[config.mk]
export PLATFORM = sky130hd
export DESIGN_NAME = tick_timer_bank
export DESIGN_NICKNAME = d
export VERILOG_FILES = /design/src/rtl/tmr_pkg.sv /design/src/rtl/tmr_datapath.sv /design/src/rtl/tmr_ctrl.sv /design/src/rtl/tick_timer_bank.sv
export SDC_FILE = /design/constraint.sdc
export NUM_CORES = 1
export LEC_CHECK = 0
export ABC_CLOCK_PERIOD_IN_PS = 2700
export CORE_MARGIN = 2
export CORE_UTILIZATION = 35
export DETAILED_ROUTE_END_ITERATION = 12
export DONT_BUFFER_PORTS = 1
export MAX_ROUTING_LAYER = met4
export PLACE_DENSITY = 0.56
export SLEW_MARGIN = 10
export SYNTH_ARGS = -nofsm -noshare
export SYNTH_HDL_FRONTEND = slang
export SYNTH_SLANG_ARGS = --single-unit
[constraint.sdc]
create_clock -name clk -period 2.7 [get_ports clk]
set_input_delay 0.54 -clock clk [delete_from_list [all_inputs] [get_ports clk]]
set_output_delay 0.54 -clock clk [all_outputs]
set_load 0.01 [all_outputs]
[src/rtl/tmr_pkg.sv]
package tmr_pkg;
  localparam int REG_W = 16;

  // register select within a channel
  localparam logic [1:0] SEL_COUNT = 2'd0;
  localparam logic [1:0] SEL_TERM  = 2'd1;
  localparam logic [1:0] SEL_SPARE = 2'd2;
  localparam logic [1:0] SEL_CTRL  = 2'd3;

  // control word bit positions
  localparam int B_EN   = 15;
  localparam int B_OVR  = 14;
  localparam int B_IE   = 13;
  localparam int B_FLAG = 5;
  localparam int B_REP  = 0;

  // strobes from control to datapath
  typedef struct packed {
    logic advance;
    logic wrCount;
    logic wrTerm;
    logic wrSpare;
  } tmr_strobe_t;

  // control-word fields extracted from a bus write
  typedef struct packed {
    logic en;
    logic ovr;
    logic ie;
    logic flag;
    logic rep;
  } ctl_fields_t;
endpackage

[src/rtl/tmr_datapath.sv]
module tmr_datapath
  import tmr_pkg::*;
(
  input  logic             clk,
  input  logic             rstN,
  input  tmr_strobe_t      stb,
  input  logic [REG_W-1:0] wrData,
  output logic [REG_W-1:0] count,
  output logic [REG_W-1:0] termCount,
  output logic [REG_W-1:0] spareCount,
  output logic             hit
);
  logic [REG_W-1:0] nextCount;

  // a terminal count of zero is reached by wrapping from all ones
  assign nextCount = count + 1'b1;
  assign hit       = stb.advance && (nextCount == termCount);

  always_ff @(posedge clk) begin
    if (!rstN) begin
      count      <= '0;
      termCount  <= '0;
      spareCount <= '0;
    end else begin
      if (stb.wrCount)      count <= wrData;
      else if (stb.advance) count <= hit ? '0 : nextCount;
      if (stb.wrTerm)  termCount  <= wrData;
      if (stb.wrSpare) spareCount <= wrData;
    end
  end
endmodule

[src/rtl/tmr_ctrl.sv]
module tmr_ctrl
  import tmr_pkg::*;
#(
  parameter int IDX_W  = 2,
  parameter int MY_IDX = 0
) (
  input  logic             clk,
  input  logic             rstN,
  input  logic             tickEn,
  input  logic             regWe,
  input  logic [IDX_W+1:0] regAddr,
  input  ctl_fields_t      wrFields,
  input  logic             hit,
  output tmr_strobe_t      stb,
  output logic [REG_W-1:0] ctrlWord,
  output logic             enOut,
  output logic             flagOut,
  output logic             irqPulse
);
  logic selMe, wrCtrl;
  logic en, ie, flag, rep;

  assign selMe  = regWe && (regAddr[IDX_W+1:2] == IDX_W'(MY_IDX));
  assign wrCtrl = selMe && (regAddr[1:0] == SEL_CTRL);

  always_comb begin
    stb.advance = en && tickEn;
    stb.wrCount = selMe && (regAddr[1:0] == SEL_COUNT);
    stb.wrTerm  = selMe && (regAddr[1:0] == SEL_TERM);
    stb.wrSpare = selMe && (regAddr[1:0] == SEL_SPARE);
  end

  always_ff @(posedge clk) begin
    if (!rstN) begin
      en       <= 1'b0;
      ie       <= 1'b0;
      flag     <= 1'b0;
      rep      <= 1'b0;
      irqPulse <= 1'b0;
    end else begin
      irqPulse <= hit && ie;
      if (wrCtrl) begin
        ie   <= wrFields.ie;
        rep  <= wrFields.rep;
        flag <= wrFields.flag || hit;
        if (wrFields.ovr)   en <= wrFields.en;
        else if (hit && !rep) en <= 1'b0;
      end else if (hit) begin
        flag <= 1'b1;
        if (!rep) en <= 1'b0;
      end
    end
  end

  // override and held fields always read zero
  assign ctrlWord = {en, 1'b0, ie, 7'b0, flag, 4'b0, rep};
  assign enOut    = en;
  assign flagOut  = flag;
endmodule

[src/rtl/tick_timer_bank.sv]
module tick_timer_bank
  import tmr_pkg::*;
#(
  parameter int NUM_TIMERS = 3,
  localparam int IDX_W  = (NUM_TIMERS > 1) ? $clog2(NUM_TIMERS) : 1,
  localparam int ADDR_W = IDX_W + 2
) (
  input  logic                  clk,
  input  logic                  rstN,
  input  logic                  tickEn,
  input  logic                  regWe,
  input  logic [ADDR_W-1:0]     regAddr,
  input  logic [REG_W-1:0]      regWdata,
  output logic [REG_W-1:0]      regRdata,
  output logic [NUM_TIMERS-1:0] irqPulse
);
  ctl_fields_t wrFields;
  logic [NUM_TIMERS-1:0][REG_W-1:0] countVec, termVec, spareVec, ctrlVec;
  logic [NUM_TIMERS-1:0] enVec, flagVec;

  assign wrFields = '{en:   regWdata[B_EN],   ovr: regWdata[B_OVR],
                      ie:   regWdata[B_IE],   flag: regWdata[B_FLAG],
                      rep:  regWdata[B_REP]};

  for (genvar g = 0; g < NUM_TIMERS; g++) begin : g_chan
    tmr_strobe_t stb;
    logic        hit;

    tmr_ctrl #(.IDX_W(IDX_W), .MY_IDX(g)) u_ctrl (
      .clk      (clk),
      .rstN     (rstN),
      .tickEn   (tickEn),
      .regWe    (regWe),
      .regAddr  (regAddr),
      .wrFields (wrFields),
      .hit      (hit),
      .stb      (stb),
      .ctrlWord (ctrlVec[g]),
      .enOut    (enVec[g]),
      .flagOut  (flagVec[g]),
      .irqPulse (irqPulse[g])
    );

    tmr_datapath u_dp (
      .clk        (clk),
      .rstN       (rstN),
      .stb        (stb),
      .wrData     (regWdata),
      .count      (countVec[g]),
      .termCount  (termVec[g]),
      .spareCount (spareVec[g]),
      .hit        (hit)
    );
  end

  always_comb begin
    regRdata = '0;
    for (int i = 0; i < NUM_TIMERS; i++) begin
      if (regAddr[ADDR_W-1:2] == IDX_W'(i)) begin
        case (regAddr[1:0])
          SEL_COUNT: regRdata = countVec[i];
          SEL_TERM:  regRdata = termVec[i];
          SEL_SPARE: regRdata = spareVec[i];
          default:   regRdata = ctrlVec[i];
        endcase
      end
    end
  end
endmodule

# After elaboration in Yosys (flattened, before gate mapping)
# Cells that the tools add are included.
# op_classes
add_sub_neg,3
n_eq_ne,14
mux,36
n_reduce_logical,44
# ops
cell,n
$mux 16,12
$pmux 16 s3,3
$add 16x1->16 const B,3
$eq 16x16->1,3
$logic_and 1x1->1,27
$mux 1,21
$reduce_bool 2->1,6
$ne 3x3->1 const B,3
$reduce_and 3->1,3
$eq 2x2->1 const B,3
$ne 2x1->1 const B,3
$eq 2x1->1 const B,2
$logic_not 2->1,2
$logic_not 1->1,3
$logic_or 1x1->1,3
# totals
reg_bits,159
input_bits,24
wordCells,121

# Logic depth before layout (Yosys ltp)
# depth
ltp_word,7
ltp_mapped,11

# Cells and area by module
# From an unflattened synthesis, not the netlist that was laid out.
# hier_totals
hier_cells,1149
area_unflattened_um2,10642.7
# by_module_without_submodules
mod,n_inst,cells_each,area_each_um2,seq_area_each_um2
tmr_datapath,3,299,2695.1,960.9
tick_timer_bank,1,114,1438.9,0.0
tmr_ctrl (g_chan[1].u_ctrl ...),2,46,370.4,100.1
tmr_ctrl (g_chan[0].u_ctrl),1,46,377.9,100.1

# Worst setup path before layout
# OpenSTA, ideal clock, no wires.
# synth_timing
path_kind,register -> register
startpoint,register g_chan[0].u_dp.count[0]
endpoint,register g_chan[0].u_dp.count[10]
arrival_time_ps,2639
required_ps,2566
path_slack_ps,-73
stages_incl_launch_ff,11
path_cell_list,dfxtp_1 ha_1 nand4_1 nor3_1 xnor2_1 xnor2_1 or4_1 nand4b_1 nand4b_1 buf_2 o22ai_1
# synth_between
elab_chain_len,6
# synth_lines
element,line_no,rtl
from (decl),tmr_datapath.sv:8,"output logic [REG_W-1:0] count,"
from (signal assigned),tmr_datapath.sv:25,if (stb.wrCount) count <= wrData;
from (signal assigned),tmr_datapath.sv:26,else if (stb.advance) count <= hit ? '0 : nextCount;
$add 16x1->16 (*),tmr_datapath.sv:16,assign nextCount = count + 1'b1;
$eq 16x16->1,tmr_datapath.sv:17,assign hit = stb.advance && (nextCount == termCount);
$logic_and 1x1->1,tmr_datapath.sv:17,
$mux 16 (*) (2 in a row),tmr_datapath.sv:26,
$mux 16 (*),tmr_datapath.sv:25,
# Every way passes the cells marked *; elsewhere a longest branch is shown, timed or not. The select of a mux whose other input is x is not followed.
# A chain may end at the register's enable or synchronous reset.

# Worst setup path after layout
# layout_timing
startpoint,register g_chan[2].u_dp.count[0]
endpoint,register g_chan[2].u_dp.count[10]
# layout_between
elab_chain_len,6
# layout_lines
element,line_no
from (decl),tmr_datapath.sv:8
from (signal assigned),tmr_datapath.sv:25
from (signal assigned),tmr_datapath.sv:26
$add 16x1->16 (*),tmr_datapath.sv:16
$eq 16x16->1,tmr_datapath.sv:17
$logic_and 1x1->1,tmr_datapath.sv:17
$mux 16 (*) (2 in a row),tmr_datapath.sv:26
$mux 16 (*),tmr_datapath.sv:25
# Marked as above.

==> run metrics <==
Worst Hold Class primary input to flop; final setup fails 0; initial antenna violation count 0; Synth Instances 1285; average wire per cell in the routed design 20.74 um; post-synthesis mux area share 0.06813; syn_nets between 1000 and 1500; most frequently used flop master after synthesis dfxtp_1; delay-heaviest family, CP simple AND/OR/NAND/NOR gates; gr ovfl total 0; crit-path max cell delay about 0.38 ns; Clock Latency Late Sink 0.44 ns; Clock Skew about 0.015 ns; Slew Viols, Final 0; Final GP Congestion 1.014; Crit path arrival time 3.01 ns; Post-Synth Simple-Gate Area 0.2695; Final min period 2.647 ns; post-synthesis cell area around 0.0096 mm2; final WL 34110 um; slew margin rel. 0.5071; Pre-antenna DRT Iters 5; layout net count 1318; switching portion of total power 0.2754; CTS Hold Bufs 0; vias in the first global route 8882; Setup TNS Final 0 ns; DPL Wire Length roughly 24000 um; routed vias 9520; Final ANT Viol Nets 0; leading post-synthesis cells by cell area dfxtp_1 (33%), nand2_1 (11%), a21oi_1 (8.1%); Final Hold Viols 0; WP data required 3.06 ns; DIE WIDTH 169.2 um; largest net degree at the start of global routing 84; nature of the critical path endpoint flop; DR DRC count 0; proportion of layout cells with a drive suffix above 1 0.1472; clock net sink count 159; CTS tree done; worst vdd ir 0.3786 mV; CP startpoint kind flop; Synth top area share 0.3333; num ports 43; GR Util All Layers 0.2438; fin crit share 0.9804; worst path bufs/invs 2; Initial DRC Count 891; CTS H-tree lvls 4; status finished, final reports clean; core box area 0.02688 mm2; die area between 0.02 and 0.03 mm2; share of async-settable or async-resettable flops after synthesis 0; global-route wire length before repair between 50000 and 60000 um; Synth cell types slightly above 60; cell taking the most area after synthesis dfxtp_1; Initial Utilization 0.3554; Setup CP Type flop to flop; Worst-path clk slew 0.08 ns; CP Max Fanout 7; Critical Path Slowest Stage Cell nor4_2; Pint 3.896 mW; Synth warnings 0; Area Growth Syn to Fin 15.94%; Max Clk Rate 377.8 MHz; Synth Area in XOR/XNOR 0.08306; Die Y 169.2 um; total power 5.376 mW; sequential area share after synthesis 0.3333; # diodes 0; Max clock buf depth 2; Power Density around 500 mW/mm2; CP cell instances buf_6 > nand4_1 > nor4_2 > xnor2_1 > xnor2_1 > and4bb_1 > and4_4 > buf_4 > or3_1 > a31oi_1; RSZ-0062 raised after global routing yes; Syn Area/Cell 7.432 um2; Comb power frac 0.084; EDFF count, synth 0; max cap viols 0; Tightest Pin Transition 0.7372 ns; Fill cells 2747; num rows 60; Psw about 1.5 mW; Vias/cell between 5 and 6; Static Leak 3.705 nW; Seq pwr share 0.450; clock share of power 0.466; Compound-Gate Fraction of Synth Area 0.1868; CP dominant cell by count xnor2_1; largest family of logic cells by synthesized area simple AND/OR/NAND/NOR gates; PortBufs 0; adder-cell share of the synthesized area 0.003930; total CTS buffers 17; commonest non-fill, non-tap cells in the layout nand2_1 (274), a21oi_1 (154), dfxtp_1 (152); most common cell after layout, fill and taps aside nand2_1; register bit total from synthesis 159; clk root buf clkbuf_16
==> cells in the mapped netlist, types with 4 or more instances <==
master / number
o21ai_0: 69
and3_1: 10
buf_2: 11
and4_1: 18
nor2_1: 66
a211oi_1: 5
nand3_1: 49
nor2b_1: 17
or2_2: 5
xnor2_1: 54
o2111ai_1: 4
a31oi_1: 15
a21oi_1: 154
nand4b_1: 5
mux2i_1: 38
buf_4: 4
clkbuf_1: 93
or4_1: 9
nand2_1: 275
buf_1: 6
mux4_2: 12
inv_1: 15
o22ai_1: 31
nor3b_1: 4
nand4_1: 9
a22oi_1: 23
xor2_1: 27
nand2b_1: 10
or3_1: 13
o31ai_1: 4
dfxtp_1: 159
nor4_1: 12
nor3_1: 18
==> cell type report <==
class / count / area [um2] / share of cell area
clock buffers: 18 / 429.2 / 0.03876
clock inverters: 14 / 170.2 / 0.01537
inverters: 16 / 62.56 / 0.005650
multi-input cells: 995 / 5983 / 0.5403
flip-flops and latches: 159 / 3192 / 0.2882
well taps: 341 / 426.7 / 0.03853
repair buffers: 102 / 809.5 / 0.07311
==> per-layer routing <==
| layer | GRT usage | routed length (um) |
|---|---|---|
| met1 | 0.3251 | 15370 |
| met5 | - | 0 |
| met4 | 0.07246 | 803 |
| met3 | 0.04524 | 2357 |
| met2 | 0.3773 | 15580 |
==> repair_timing <==
| action | 4_1_cts | 5_1_grt |
|---|---|---|
| resized for setup | 2 | 36 |
| pin swaps | 0 | 12 |
| buffers inserted | 0 | 8 |
| setup endpoints to repair | 6 | 53 |
==> sequential cells by signal, indices dropped and copies added, names as in the netlist <==
signal / flops
g_chan.u_dp.termCount: 48
g_chan.u_ctrl.flagOut: 3
g_chan.u_ctrl.rep: 3
g_chan.u_dp.count: 48
g_chan.u_dp.spareCount: 48
g_chan.u_ctrl.irqPulse: 3
g_chan.u_ctrl.ie: 3
g_chan.u_ctrl.enOut: 3
==> power by group through the flow <==
stage          Sequential (mW)  Combinational [mW]  Clock [mW]
5_1_grt                   2.42               0.489        2.63
2_1_floorplan             2.46               0.368           0
6_report                  2.42               0.451        2.50
4_1_cts                   2.42               0.438        2.54
3_3_place_gp              2.47               0.435           0
3_5_place_dp              2.47               0.436           0
==> kinds of logic (layout without fill, tap and decap cells) <==
kind of cell	count (synthesis)	in the layout
xor+xnor	85	85
fa+ha+maj	3	3
simple gates	540	540
mux	50	50
flops	159	159
buf+inv	131	150
compound gates	317	317
==> path summary, 6_finish.rpt <==
check	start	to	slack, ns	depth (start not counted)
worst max register to register	g_chan[2].u_dp.count[0]	g_chan[2].u_dp.count[10]	0.05	10
worst max-delay path	g_chan[2].u_dp.count[0]	g_chan[2].u_dp.count[10]	0.05	10
worst min register to register	g_chan[1].u_dp.spareCount[13]	g_chan[1].u_dp.spareCount[13]	0.45	2
worst min-delay path	regWdata[12]	g_chan[1].u_dp.spareCount[12]	0.22	2
==> per-stage QoR <==
stage / cell area, um2 / std cells / hold WS [ns] / setup slack, ns / util
finish: 11070 / 1645 / 0.2243 / 0.05296 / 0.4120
global route: 11070 / 1645 / 0.2117 / -0.03636 / 0.4120
CTS: 10870 / 1637 / 0.2112 / 0.007501 / 0.4044
detailed placement: 10260 / 1605 / 0.4453 / -0.02639 / 0.3816
global placement: 10260 / 1605 / 0.4390 / -0.02904 / 0.3816
floorplan: 9564 / 1285 / 0.4160 / 0.02514 / -
==> worst register-to-register path, delay by kind of cell, from the launching register on <==
kind | cells | cell delay [ns]
buffers and inverters | 2 | 0.26
and+or+nand+nor | 5 | 1.40
AOI/OAI and AO/OA | 1 | 0.15
DFF | 1 | 0.36
xor gates and xnor gates | 2 | 0.41
(Power assumes the default switching activity.)
